File: config.mk
export PLATFORM = sky130hd
export DESIGN_NAME = extirq_sampler
export DESIGN_NICKNAME = d
export VERILOG_FILES = /design/src/rtl/extirq_pkg.sv /design/src/rtl/extirq_sync.sv /design/src/rtl/extirq_sample.sv /design/src/rtl/extirq_flag.sv /design/src/rtl/extirq_sampler.sv
export SDC_FILE = /design/constraint.sdc
export NUM_CORES = 1
export LEC_CHECK = 0
export BUFFER_PORTS_ARGS = -buffer_cell sky130_fd_sc_hd__buf_2
export CORE_AREA = 3 3 40 42
export DETAILED_ROUTE_END_ITERATION = 16
export DIE_AREA = 0 0 43 45
export GPL_ROUTABILITY_DRIVEN = 0
export PLACE_DENSITY = 0.37
export REMOVE_ABC_BUFFERS = 1
export SLEW_MARGIN = 20
export SYNTH_ARGS = -nofsm -noshare
export SYNTH_HDL_FRONTEND = slang
export SYNTH_HIERARCHICAL = 1
export SYNTH_SLANG_ARGS = --single-unit
File: constraint.sdc
create_clock -name clk_i -period 1.2 [get_ports clk_i]
set_clock_uncertainty 0.05 [all_clocks]
set_input_delay 0.12 -clock clk_i [delete_from_list [all_inputs] [get_ports clk_i]]
set_output_delay 0.12 -clock clk_i [all_outputs]
set_load 0.02 [all_outputs]
File: src/rtl/extirq_pkg.sv
`timescale 1ns/1ps
package extirq_pkg;
    typedef enum logic {
        TRIG_LOW_LEVEL = 1'b0,
        TRIG_FALLING   = 1'b1
    } trig_e;

    typedef struct packed {
        logic smp;
        logic primed;
    } smp_st_t;

    typedef struct packed {
        logic flag;
    } flag_st_t;
endpackage

File: src/rtl/extirq_sync.sv
`timescale 1ns/1ps
module extirq_sync #(
    parameter int unsigned DEPTH = 2,
    parameter logic        IDLE  = 1'b1
) (
    input  logic clk_i,
    input  logic rst_ni,
    input  logic d_i,
    output logic q_o,
    output logic vld_o
);
    localparam int unsigned LAST = DEPTH - 1;

    typedef struct packed {
        logic [DEPTH-1:0] data;
        logic [DEPTH-1:0] fill;
    } chain_t;

    chain_t c_d, c_q;

    generate
        if (DEPTH == 1) begin : g_single
            always_comb begin
                c_d      = c_q;
                c_d.data = d_i;
                c_d.fill = 1'b1;
            end
        end else begin : g_multi
            always_comb begin
                c_d      = c_q;
                c_d.data = {c_q.data[DEPTH-2:0], d_i};
                c_d.fill = {c_q.fill[DEPTH-2:0], 1'b1};
            end
        end
    endgenerate

    always_ff @(posedge clk_i or negedge rst_ni) begin
        if (!rst_ni) begin
            c_q.data <= {DEPTH{IDLE}};
            c_q.fill <= '0;
        end else begin
            c_q <= c_d;
        end
    end

    assign q_o   = c_q.data[LAST];
    assign vld_o = c_q.fill[LAST];
endmodule

File: src/rtl/extirq_sample.sv
`timescale 1ns/1ps
module extirq_sample
    import extirq_pkg::*;
(
    input  logic clk_i,
    input  logic rst_ni,
    input  logic stb_i,
    input  logic sync_i,
    input  logic vld_i,
    output logic smp_o,
    output logic primed_o,
    output logic fall_o
);
    smp_st_t s_d, s_q;
    logic    take;

    always_comb begin
        take   = stb_i & vld_i;
        s_d    = s_q;
        fall_o = 1'b0;
        if (take) begin
            fall_o     = s_q.primed & s_q.smp & ~sync_i;
            s_d.smp    = sync_i;
            s_d.primed = 1'b1;
        end
    end

    always_ff @(posedge clk_i or negedge rst_ni) begin
        if (!rst_ni) begin
            s_q.smp    <= 1'b1;
            s_q.primed <= 1'b0;
        end else begin
            s_q <= s_d;
        end
    end

    assign smp_o    = s_q.smp;
    assign primed_o = s_q.primed;
endmodule

File: src/rtl/extirq_flag.sv
`timescale 1ns/1ps
module extirq_flag
    import extirq_pkg::*;
(
    input  logic clk_i,
    input  logic rst_ni,
    input  logic set_i,
    input  logic clr_i,
    output logic flag_o
);
    flag_st_t f_d, f_q;

    always_comb begin
        f_d = f_q;
        if (set_i) begin
            f_d.flag = 1'b1;
        end else if (clr_i) begin
            f_d.flag = 1'b0;
        end
    end

    always_ff @(posedge clk_i or negedge rst_ni) begin
        if (!rst_ni) begin
            f_q.flag <= 1'b0;
        end else begin
            f_q <= f_d;
        end
    end

    assign flag_o = f_q.flag;
endmodule

File: src/rtl/extirq_sampler.sv
`timescale 1ns/1ps
module extirq_sampler
    import extirq_pkg::*;
#(
    parameter int unsigned SYNC_DEPTH = 2
) (
    input  logic clk_i,
    input  logic rst_ni,
    input  logic pin_i,
    input  logic mc_stb_i,
    input  logic edge_mode_i,
    input  logic vec_ack_i,
    input  logic sw_clr_i,
    output logic irq_req_o,
    output logic flag_o
);
    trig_e mode_w;
    logic  sync_w, sync_vld_w;
    logic  smp_w, primed_w, fall_w;
    logic  set_w, clr_w;

    assign mode_w = trig_e'(edge_mode_i);

    extirq_sync #(
        .DEPTH (SYNC_DEPTH),
        .IDLE  (1'b1)
    ) u_sync (
        .clk_i  (clk_i),
        .rst_ni (rst_ni),
        .d_i    (pin_i),
        .q_o    (sync_w),
        .vld_o  (sync_vld_w)
    );

    extirq_sample u_sample (
        .clk_i    (clk_i),
        .rst_ni   (rst_ni),
        .stb_i    (mc_stb_i),
        .sync_i   (sync_w),
        .vld_i    (sync_vld_w),
        .smp_o    (smp_w),
        .primed_o (primed_w),
        .fall_o   (fall_w)
    );

    always_comb begin
        set_w = (mode_w == TRIG_FALLING) & fall_w;
        clr_w = vec_ack_i | sw_clr_i;
    end

    extirq_flag u_flag (
        .clk_i  (clk_i),
        .rst_ni (rst_ni),
        .set_i  (set_w),
        .clr_i  (clr_w),
        .flag_o (flag_o)
    );

    always_comb begin
        if (mode_w == TRIG_FALLING) begin
            irq_req_o = flag_o;
        end else begin
            irq_req_o = primed_w & ~smp_w;
        end
    end
endmodule

### After elaboration in Yosys (flattened, before gate mapping)

Index checks and enable logic that the tools add are counted.

| word-level totals | value |
|---|---|
| input bits | 7 |
| register bits after elaboration | 7 |
| logic and storage cells | 18 |

| cells by class | value |
|---|---|
| muxes and demuxes | 4 |
| reduce and logical (&&, ||, !) cells | 1 |
| bitwise gates (word level) | 8 |

Operators with widths:

| cell | number |
|---|---|
| 1-bit bitwise AND | 5 |
| 1-bit two-way mux | 4 |
| 1-bit inverter | 2 |
| 2-bit nonzero test | 1 |
| 1-bit OR | 1 |

### Longest topological paths before layout

Gate-level depths: netlist of run 1.

| depth | value |
|---|---|
| depth in word-level cells | 5 |
| gate-level depth with buffers | 4 |

### Hierarchy

Netlist of run 1, hierarchy kept.

Modules (own cells, without submodules):

| module | seq. area each (um^2) | times used | cells an instance | area each (um^2) |
|---|---|---|---|---|
| extirq_sync | 102.6 | 1 | 5 | 106.4 |
| extirq_sample | 51.3 | 1 | 7 | 87.6 |
| extirq_flag | 25.0 | 1 | 3 | 36.3 |
| extirq_sampler | 0.0 | 1 | 5 | 32.5 |

### Worst setup path after synthesis of run 1

Ideal clock, no wire load.

| timing | value |
|---|---|
| kind | register to register |
| from | register u_sync.c_q, in the netlist u_sync/q_o |
| to | register u_flag.f_q (netlist: u_flag/flag_o) |
| data arrival time | 0.832 ns |
| setup slack | 0.200 ns |
| cell stages (with the launch flop) | 4 |
| path through | dfstp_2 > nor3_1 > and2_2 > a21o_1 |

| between the ends | value |
|---|---|
| cells in the longest elaborated chain, start to end | 5 |
| elaborated cells between the ends (all ways) | 6 |

Ends and longest elaborated chain:

| what | RTL line | text |
|---|---|---|
| start: declaration | extirq_sync.sv:19 | `chain_t c_d, c_q;` |
| 1-bit inverter * | extirq_sample.sv:22 | `fall_o = s_q.primed & s_q.smp & ~sync_i;` |
| 1-bit bitwise AND * | extirq_sample.sv:22 |  |
| 1-bit two-way mux * | extirq_sample.sv:21 | `if (take) begin` |
| via fall_w | extirq_sampler.sv:19 | `logic smp_w, primed_w, fall_w;` |
| 1-bit bitwise AND * | extirq_sampler.sv:47 | `set_w = (mode_w == TRIG_FALLING) & fall_w;` |
| via set_w | extirq_sampler.sv:20 | `logic set_w, clr_w;` |
| 1-bit two-way mux or 2-bit nonzero test (tied branches) | -- |  |
| end: declaration | extirq_flag.sv:11 | `flag_st_t f_d, f_q;` |

Mark *: on every way through the listed nets, which the timed path passes. The rest lies on a longest branch.
A chain may end at the register's enable or synchronous reset.

### Worst setup path after layout of run 1

| timing | value |
|---|---|
| from | register u_sample.s_q, in the netlist u_sample/smp_o |
| to | output irq_req_o |

| between the ends | value |
|---|---|
| cells in the longest elaborated chain, start to end | 3 |

Ends and longest elaborated chain:

| what | RTL line | text |
|---|---|---|
| start: declaration | extirq_sample.sv:14 | `smp_st_t s_d, s_q;` |
| 1-bit inverter | extirq_sampler.sv:63 | `irq_req_o = primed_w & ~smp_w;` |
| 1-bit bitwise AND | extirq_sampler.sv:63 |  |
| 1-bit two-way mux | extirq_sampler.sv:60 | `if (mode_w == TRIG_FALLING) begin` |
| end: declaration | extirq_sampler.sv:14 | `output logic irq_req_o,` |

No other way between the ends.

==> results.sh, run 1 <==
export IMPL_status="complete, no violations"
export IMPL_synth_area_um2=262.8
export IMPL_via_per_inst=3.816
export IMPL_vias=187
export IMPL_die_area_um2=1935
export IMPL_highest_layer="met3"
export IMPL_synthAdderAreaFrac_pct=0
export IMPL_cts_tree="built"
export IMPL_wl_met2_um=176
export IMPL_synthCells=20
export IMPL_synthMuxAreaShare_pct=5.714
export IMPL_hold_class="primary input to flop"
export IMPL_area_growth_pct=42.38
export IMPL_io_pins=9
export IMPL_die_y_um=45
export IMPL_finalSetupTns_ps=0
export IMPL_ys_flop_type="dfrtp_1"
export IMPL_leakage_nw=0.1880
export IMPL_stdcell_count=49
export IMPL_synth_enable_flop_cells=0
export IMPL_timing_rr_start="u_sample/smp_o$_DFFE_PN1P_"
export IMPL_wl_met1_um=162
export IMPL_ys_ff_latch=7
export IMPL_core_um2=1285
export IMPL_start_util_pct=20.45
export IMPL_nFillCells=139
export IMPL_grt_max_degree=8
export IMPL_synth_xor_area_share_pct=0
export IMPL_yosys_warnings=6
export IMPL_num_rows=13
export IMPL_setup_ws_ps=40.55
export IMPL_max_freq_ghz=0.8625
export IMPL_clock_sinks=7
export IMPL_synth_compound_area_share_pct=6.190
export IMPL_hpwl_um=289.6
export IMPL_start_kind="flop"
export IMPL_gr_total_overflow=0
export IMPL_place_area_um2=321.6
export IMPL_numCtsBuffers=3
export IMPL_cts_setup_buffers=0
export IMPL_io_buffer_count=8
export IMPL_die_w_um=43
export IMPL_cts_buffer_depth=2
export IMPL_hold_viol_final=0
export IMPL_yosys_area_share_simple_pct=17.14
export IMPL_worst_endpoint_required_ps=1030
export IMPL_rsz0062_at_grt="no"
export IMPL_synth_top_family_by_area="simple AND/OR/NAND/NOR gates"
export IMPL_final_setup_viol_count=0
export IMPL_r2r_end="u_flag/flag_o$_DFFE_PN0P_"
export IMPL_synth_top_cell_area_share_pct=38.10
export IMPL_fin_total_pwr_mw=0.5319
export IMPL_powerDensity_nw_per_um2=1422
export IMPL_whs_ps=77.68
export IMPL_yosysTopAreaCell="dfrtp_1"
export IMPL_maxCapViolCount=0
export IMPL_drt_pass1_iterations=3
export IMPL_final_area_um2=374.1
export IMPL_drt_total_wl_um=396
export IMPL_clk_latency_ps=250
export IMPL_antenna_found_initial=0
export IMPL_wl_per_cell_um=8.082
export IMPL_dr_first_iter_drc_count=1
export IMPL_cp_arrival_ps=990
export IMPL_fin_util_pct=29.11
export IMPL_drive_above_1_share_pct=52.94
export IMPL_reg2reg_depth=4
export IMPL_hp_start="mc_stb_i"
export IMPL_async_flop_share_pct=100.0
export IMPL_htreeDepth=1
export IMPL_ir_drop_mv=0.8336
export IMPL_yosys_cell_count_top_type="dfrtp_1"
export IMPL_wl_met3_um=57
export IMPL_seq_area_frac_synth_pct=68.10
export IMPL_n_antenna_cell=0
export IMPL_crit_type="flop to output port"
export IMPL_grt_usage_pct=5.046
export IMPL_worstSetupEndpointType="output port"
export IMPL_finalCritPeriodShare_pct=96.62
export IMPL_ant_nets=0
export IMPL_min_period_ps=1159
export IMPL_grt_pass1_wl_um=690
export IMPL_netlist_top_cells_area="dfrtp_1, dfstp_2, mux2_4"
export IMPL_cts_clk_slew_worst_paths_ps=50
export IMPL_place_ws_ps=167.2
export IMPL_root_buffer="clkbuf_4"
export IMPL_synth_commonest_cells="dfrtp_1, dfstp_2, nand2_1, nand2b_1"
export IMPL_rrSetupSlack_ps=160
export IMPL_drc_errors=0
export IMPL_finalNetCount=42
export IMPL_dp_cells=43
export IMPL_drv_slew=0
export IMPL_grt_pass1_vias=179
export IMPL_min_to="u_sample/primed_o$_DFFE_PN0P_"
export IMPL_holdPathStages=3
export IMPL_synth_avg_cell_area_um2=13.14
export IMPL_cp_max_fo=3
export IMPL_ys_types=13
## worst max path at each step
stage,cells after the start,startpoint,slack (ps),endpoint
final,2,u_sample/smp_o$_DFFE_PN1P_,40,irq_req_o
after global routing,2,u_sample/smp_o$_DFFE_PN1P_,8,irq_req_o
after global placement,3,u_sync/q_o$_DFF_PN1_,170,u_flag/flag_o$_DFFE_PN0P_
after floorplan,3,u_sync/q_o$_DFF_PN1_,200,u_flag/flag_o$_DFFE_PN0P_
after detailed placement,4,u_sample/smp_o$_DFFE_PN1P_,170,u_flag/flag_o$_DFFE_PN0P_
after CTS,2,u_sample/smp_o$_DFFE_PN1P_,10,irq_req_o
## cell type report
cell class | count | area, µm² | area share (%)
sequential | 7 | 178.9 | 47.83
multi-input combinational | 12 | 80.08 | 21.40
timing repair buffer | 10 | 66.31 | 17.73
clock buffer | 4 | 26.28 | 7.023
tap | 15 | 18.77 | 5.017
inverter | 1 | 3.754 | 1.003
## timing repair
| action | 4_1_cts | 5_1_grt |
|---|---|---|
| endpoints found under the hold margin | 8 | 0 |
| hold buffers | 2 | 0 |
| resized for setup | 0 | 2 |
| setup endpoints to repair | 0 | 1 |
## registers in the layout, indices dropped and copies added (netlist names)
register and flops:
u_sample/primed_o 1, u_sync/c_d 2, u_sample/smp_o 1, u_flag/flag_o 1, u_sync/vld_o 1, u_sync/q_o 1
## report_power, final
part	internal, mW	switching, mW	leakage [nW]
Combinational	0.0334	0.0243	0.0956
Sequential	0.256	0.00812	0.0774
Clock	0.127	0.0833	0.0150
Total	0.416	0.116	0.188
## cells in the final DEF (no fill, tap or decap), types with 2 or more instances in the layout
master,count
buf_2,7
clkbuf_4,3
dfrtp_1,4
dfstp_2,3
dlygate4sd3_1,2
nand2_1,2
nand2b_1,2
## layer usage
| layer | vias up | GRT usage (%) |
|---|---|---|
| met5 | - | 0 |
| met4 | 0 | 0 |
| met3 | 0 | 5.179 |
| met2 | 9 | 7.784 |
| met1 | 90 | 5.211 |
| li1 | 88 | - |
## critical path: stages, from the launching register on
cell     delay (ps)
dfstp_2         550
o21ai_2          70
buf_6           120
## cells by family (layout without fill, tap and decap cells)
group,count (synthesis),in the layout
buffers and inverters,1,15
muxes,1,1
DFF,7,7
and+or+nand+nor,8,8
AOI/OAI and AO/OA,2,2
other,1,1
Note: power is estimated with default switching activity, not from simulation.
==> run 2: changes to the inputs <==
==> constraint.sdc (replaced) <==
create_clock -name clk_i -period 1.1 [get_ports clk_i]
set_clock_uncertainty 0.05 [all_clocks]
set_input_delay 0.11 -clock clk_i [delete_from_list [all_inputs] [get_ports clk_i]]
set_output_delay 0.11 -clock clk_i [all_outputs]
set_load 0.02 [all_outputs]
==> run 2 against run 1 <==
Net effect:
- cell count unchanged
- global-route usage up 1.0 points
- routed wire length grew 3.3%
- critical path type unchanged
- power increased by 9.3%
- core utilization grew 0.49 points
- the run now ends with setup timing left
- combinational power rose by 13%
- first-iteration DRC count fell by 100%
==> results.sh, run 2 (synthesis gave the netlist of run 1 again) <==
export IMPL_status="complete, but fails checks"
export IMPL_violations="setup timing"
export IMPL_critPathMaxStageDelay_ps=550
export IMPL_ir_drop_mv=0.4514
export IMPL_crit_type="flop to output port"
export IMPL_n_antenna_cell=0
export IMPL_die_w_um=43
export IMPL_io_buffer_count=8
export IMPL_htreeDepth=1
export IMPL_setup_ws_ps=-33.07
export IMPL_cts_buffer_depth=2
export IMPL_area_growth_pct=44.76
export IMPL_hpwl_um=318.6
export IMPL_drt_pass1_iterations=1
export IMPL_final_cell_mix="buf_2, dfrtp_1, clkbuf_4, dfstp_2"
export IMPL_grt_max_degree=8
export IMPL_cp_max_fo=3
export IMPL_io_pins=9
export IMPL_grt_usage_pct=6.056
export IMPL_num_rows=13
export IMPL_worstPathCellList="o21ai_2 > buf_6"
export IMPL_die_area_um2=1935
export IMPL_finalCritPeriodShare_pct=103.0
export IMPL_worstSetupEndpointType="output port"
export IMPL_numCtsBuffers=3
export IMPL_rsz0062_at_grt="yes"
export IMPL_max_freq_ghz=0.8826
export IMPL_drv_slew=0
export IMPL_ant_nets=0
export IMPL_dr_first_iter_drc_count=0
export IMPL_root_buffer="clkbuf_4"
export IMPL_vias=175
export IMPL_cts_clk_slew_worst_paths_ps=50
export IMPL_gr_total_overflow=0
export IMPL_die_y_um=45
export IMPL_leakage_nw=0.1893
export IMPL_finalNetCount=42
export IMPL_wl_per_cell_um=8.347
export IMPL_critPathTopFamily="flip-flops"
export IMPL_cp_arrival_ps=970
export IMPL_dp_cells=44
export IMPL_hold_viol_final=0
export IMPL_hold_class="primary input to flop"
export IMPL_powerDensity_nw_per_um2=1528
export IMPL_grt_pass1_vias=202
export IMPL_crit_slowest_cell="dfstp_2"
export IMPL_critical_path_buf_inv_count=1
export IMPL_start_util_pct=20.45
export IMPL_worst_endpoint_required_ps=940
export IMPL_clock_sinks=7
export IMPL_maxCapViolCount=0
export IMPL_largest_register_ffs=2
export IMPL_place_ws_ps=72.44
export IMPL_final_setup_viol_count=1
export IMPL_nFillCells=138
export IMPL_final_common_cell="buf_2"
export IMPL_stdcell_count=49
export IMPL_drc_errors=0
export IMPL_via_per_inst=3.571
export IMPL_drive_above_1_share_pct=55.88
export IMPL_min_period_ps=1133
export IMPL_antenna_found_initial=0
export IMPL_drt_total_wl_um=409
export IMPL_cts_tree="built"
export IMPL_core_um2=1285
export IMPL_grt_pass1_wl_um=793
export IMPL_clk_latency_ps=250
export IMPL_start_kind="flop"
run 2: power by group:
part / leakage (nW) / internal [mW] / total, mW / switching [mW]
clock network: 0.0150 / 0.138 / 0.228 / 0.0901
logic: 0.0969 / 0.0369 / 0.0651 / 0.0282
registers: 0.0774 / 0.279 / 0.288 / 0.00868
total: 0.189 / 0.454 / 0.581 / 0.127
run 2: worst register-to-register path, cell delays in order, from the launching register on:
cell and delay, ps:
dfstp_2 550, nand2_1 70, nor3_2 90, and2_4 150, a21o_1 70
run 2: cell type report:
class	instances	area [µm²]	area share, %
repair buffers	10	66.31	17.43
well taps	15	18.77	4.934
inverters	1	3.754	0.9868
flip-flops and latches	7	178.9	47.04
multi-input cells	12	86.33	22.70
clock buffers	4	26.28	6.908
run 2: per-stage QoR:
step                      TNS (ps)  util, %  hold slack, ps  instance area (µm²)  power, mW
after floorplan                  0        -          -235.6                262.8     0.3203
after global placement           0    25.61          -102.9                329.1     0.3513
after detailed placement         0    25.61          -100.4                329.1     0.3522
after CTS                   -43.04    29.11           72.31                374.1     0.5908
after global routing        -89.26    29.60           117.1                380.4     0.6217
final                       -33.07    29.60           80.46                380.4     0.5813
run 2: layer usage:
metal	GRT usage (%)	routed length, µm	vias to the layer above
li1	-	-	88
met1	6.948	172	81
met2	7.485	191	6
met3	3.984	45	0
met4	5.422	0	0
met5	0	0	-
run 2: timing repair:
item / 4_1_cts / 5_1_grt
endpoints found under the hold margin: 8 / 0
hold buffers: 2 / 0
endpoints found under the setup margin: 1 / 2
pin swaps: 1 / 0
buffers inserted: 0 / 0
cloned: 0 / 0
resized for setup: 2 / 2
run 2: worst paths after layout:
kind	from	endpoint	slack (ps)	cells past startpoint
min in group asynchronous	rst_ni	u_sample/primed_o$_DFFE_PN0P_	160	2
max	u_sample/smp_o$_DFFE_PN1P_	irq_req_o	-30	2
max reg2reg	u_sample/smp_o$_DFFE_PN1P_	u_flag/flag_o$_DFFE_PN0P_	70	4
min reg2reg	u_sync/c_d[1]$_DFF_PN0_	u_sync/vld_o$_DFF_PN0_	300	0
min	mc_stb_i	u_sample/primed_o$_DFFE_PN0P_	80	3
max in group asynchronous	rst_ni	u_sample/smp_o$_DFFE_PN1P_	610	2
==> run 3: changes to the inputs <==
--- a/config.mk
+++ b/config.mk
@@ -12,6 +12,7 @@
 export GPL_ROUTABILITY_DRIVEN = 0
 export PLACE_DENSITY = 0.37
 export REMOVE_ABC_BUFFERS = 1
+export SETUP_SLACK_MARGIN = 0.3
 export SLEW_MARGIN = 20
 export SYNTH_ARGS = -nofsm -noshare
 export SYNTH_HDL_FRONTEND = slang
==> run 3 against run 2 <==
Net effect:
- first-iteration DRC count unchanged
- largest cell class unchanged
- cell count increased by 8.2%
- core utilization increased by 3.3 points
- the flow still finishes with violations (setup timing)
- final area increased by 11%
- register-to-register slack got worse by 70 ps
==> results.sh, run 3 (synthesis gave the netlist of run 1 again) <==
export IMPL_status="complete, but fails checks"
export IMPL_violations="setup timing"
export IMPL_n_antenna_cell=0
export IMPL_hp_start="mc_stb_i"
export IMPL_crit_slowest_cell="dfstp_2"
export IMPL_numCtsBuffers=3
export IMPL_clock_sinks=7
export IMPL_num_rows=13
export IMPL_hold_class="primary input to flop"
export IMPL_timing_rr_start="u_sample/smp_o$_DFFE_PN1P_"
export IMPL_worstPathCellList="buf_6 > o21ai_2 > buf_6"
export IMPL_io_buffer_count=8
export IMPL_place_ws_ps=72.44
export IMPL_cp_arrival_ps=1040
export IMPL_clk_latency_ps=250
export IMPL_grt_pass1_vias=210
export IMPL_critical_path_buf_inv_count=2
export IMPL_maxCapViolCount=0
export IMPL_fin_total_pwr_mw=0.6141
export IMPL_place_area_um2=329.1
export IMPL_critPathMaxStageDelay_ps=530
export IMPL_setup_ws_ps=-102.8
export IMPL_finalNetCount=46
export IMPL_die_w_um=43
export IMPL_fin_util_pct=32.91
export IMPL_worstSetupEndpointType="output port"
export IMPL_drt_pass1_iterations=1
export IMPL_largest_register_ffs=2
export IMPL_htreeDepth=1
export IMPL_nFillCells=136
export IMPL_stdcell_count=53
export IMPL_powerDensity_nw_per_um2=1452
export IMPL_area_growth_pct=60.95
export IMPL_final_common_cell="buf_2"
export IMPL_hpwl_um=318.6
export IMPL_die_area_um2=1935
export IMPL_grt_pass1_wl_um=821
export IMPL_cts_buffer_depth=2
export IMPL_grt_usage_pct=6.224
export IMPL_die_y_um=45
export IMPL_drv_slew=0
export IMPL_final_setup_viol_count=2
export IMPL_vias=191
export IMPL_cts_clk_slew_worst_paths_ps=50
export IMPL_drc_errors=0
export IMPL_dr_first_iter_drc_count=0
export IMPL_min_period_ps=1203
export IMPL_drt_total_wl_um=427
export IMPL_finalSetupTns_ps=-104.1
export IMPL_critPathTopFamily="flip-flops"
export IMPL_ir_drop_mv=0.4520
export IMPL_via_per_inst=3.604
export IMPL_gr_total_overflow=0
export IMPL_crit_top_cell="buf_6"
export IMPL_drive_above_1_share_pct=63.16
export IMPL_io_pins=9
export IMPL_hold_viol_final=0
export IMPL_final_cell_mix="buf_2, dfrtp_1"
export IMPL_start_util_pct=20.45
export IMPL_wl_per_cell_um=8.057
export IMPL_antenna_found_initial=0
export IMPL_core_um2=1285
export IMPL_cts_tree="built"
export IMPL_ant_nets=0
export IMPL_start_kind="flop"
export IMPL_crit_start="u_sample/smp_o$_DFFE_PN1P_"
export IMPL_final_area_um2=422.9
export IMPL_worst_endpoint_required_ps=940
export IMPL_max_freq_ghz=0.8314
export IMPL_whs_ps=80.51
export IMPL_dp_cells=44
export IMPL_root_buffer="clkbuf_4"
export IMPL_grt_max_degree=8
export IMPL_finalCritPeriodShare_pct=109.3
export IMPL_leakage_nw=0.2110
export IMPL_rsz0062_at_grt="yes"
export IMPL_crit_type="flop to output port"
export IMPL_cp_max_fo=2
run 3: cell count changes in the layout (fill, tap and decap cells not counted):
cell / change
nand2_2: +1
nand2_1: -1
buf_4: +3
buf_2: -1
buf_6: +2
run 3: worst register-to-register path: stages, from the launching register on:
cell,delay (ps)
dfstp_2,530
buf_4,100
nand2_2,40
nor3_2,90
and2_4,150
a21o_1,70
run 3: cell type report:
class	count	area (µm²)	share of cell area [%]
clock buffers	4	26.28	6.213
inverters	1	3.754	0.8876
multi-input cells	12	88.84	21.01
flip-flops and latches	7	178.9	42.31
well taps	15	18.77	4.438
repair buffers	14	106.4	25.15
run 3: routing by layer:
metal | global-route usage, % | vias to the layer above | part of all wire, %
met2 | 7.784 | 6 | 47
met1 | 7.196 | 88 | 43
met3 | 3.984 | 0 | 10
met5 | 0 | - | 0
met4 | 5.422 | 0 | 0
li1 | - | 97 | -
run 3: power breakdown:
part,switching (mW),leakage (nW),internal (mW)
registers,0.00707,0.0774,0.279
clock network,0.0901,0.0150,0.138
logic,0.0365,0.119,0.0633
run 3: final timing paths:
kind	to	slack, ps	cells past startpoint
min	u_sample/primed_o$_DFFE_PN0P_	80	3
min in group asynchronous	u_sample/primed_o$_DFFE_PN0P_	160	2
max	irq_req_o	-100	3
max in group asynchronous	u_sample/smp_o$_DFFE_PN1P_	610	2
max reg2reg	u_flag/flag_o$_DFFE_PN0P_	0	5
min reg2reg	u_sync/vld_o$_DFF_PN0_	300	0
run 3: repair_timing:
action	CTS	global route
endpoints found under the hold margin	8	0
endpoints found under the setup margin	4	4
hold buffers	2	0
pin swaps	3	2
gates resized for setup	8	0
buffers inserted	3	0
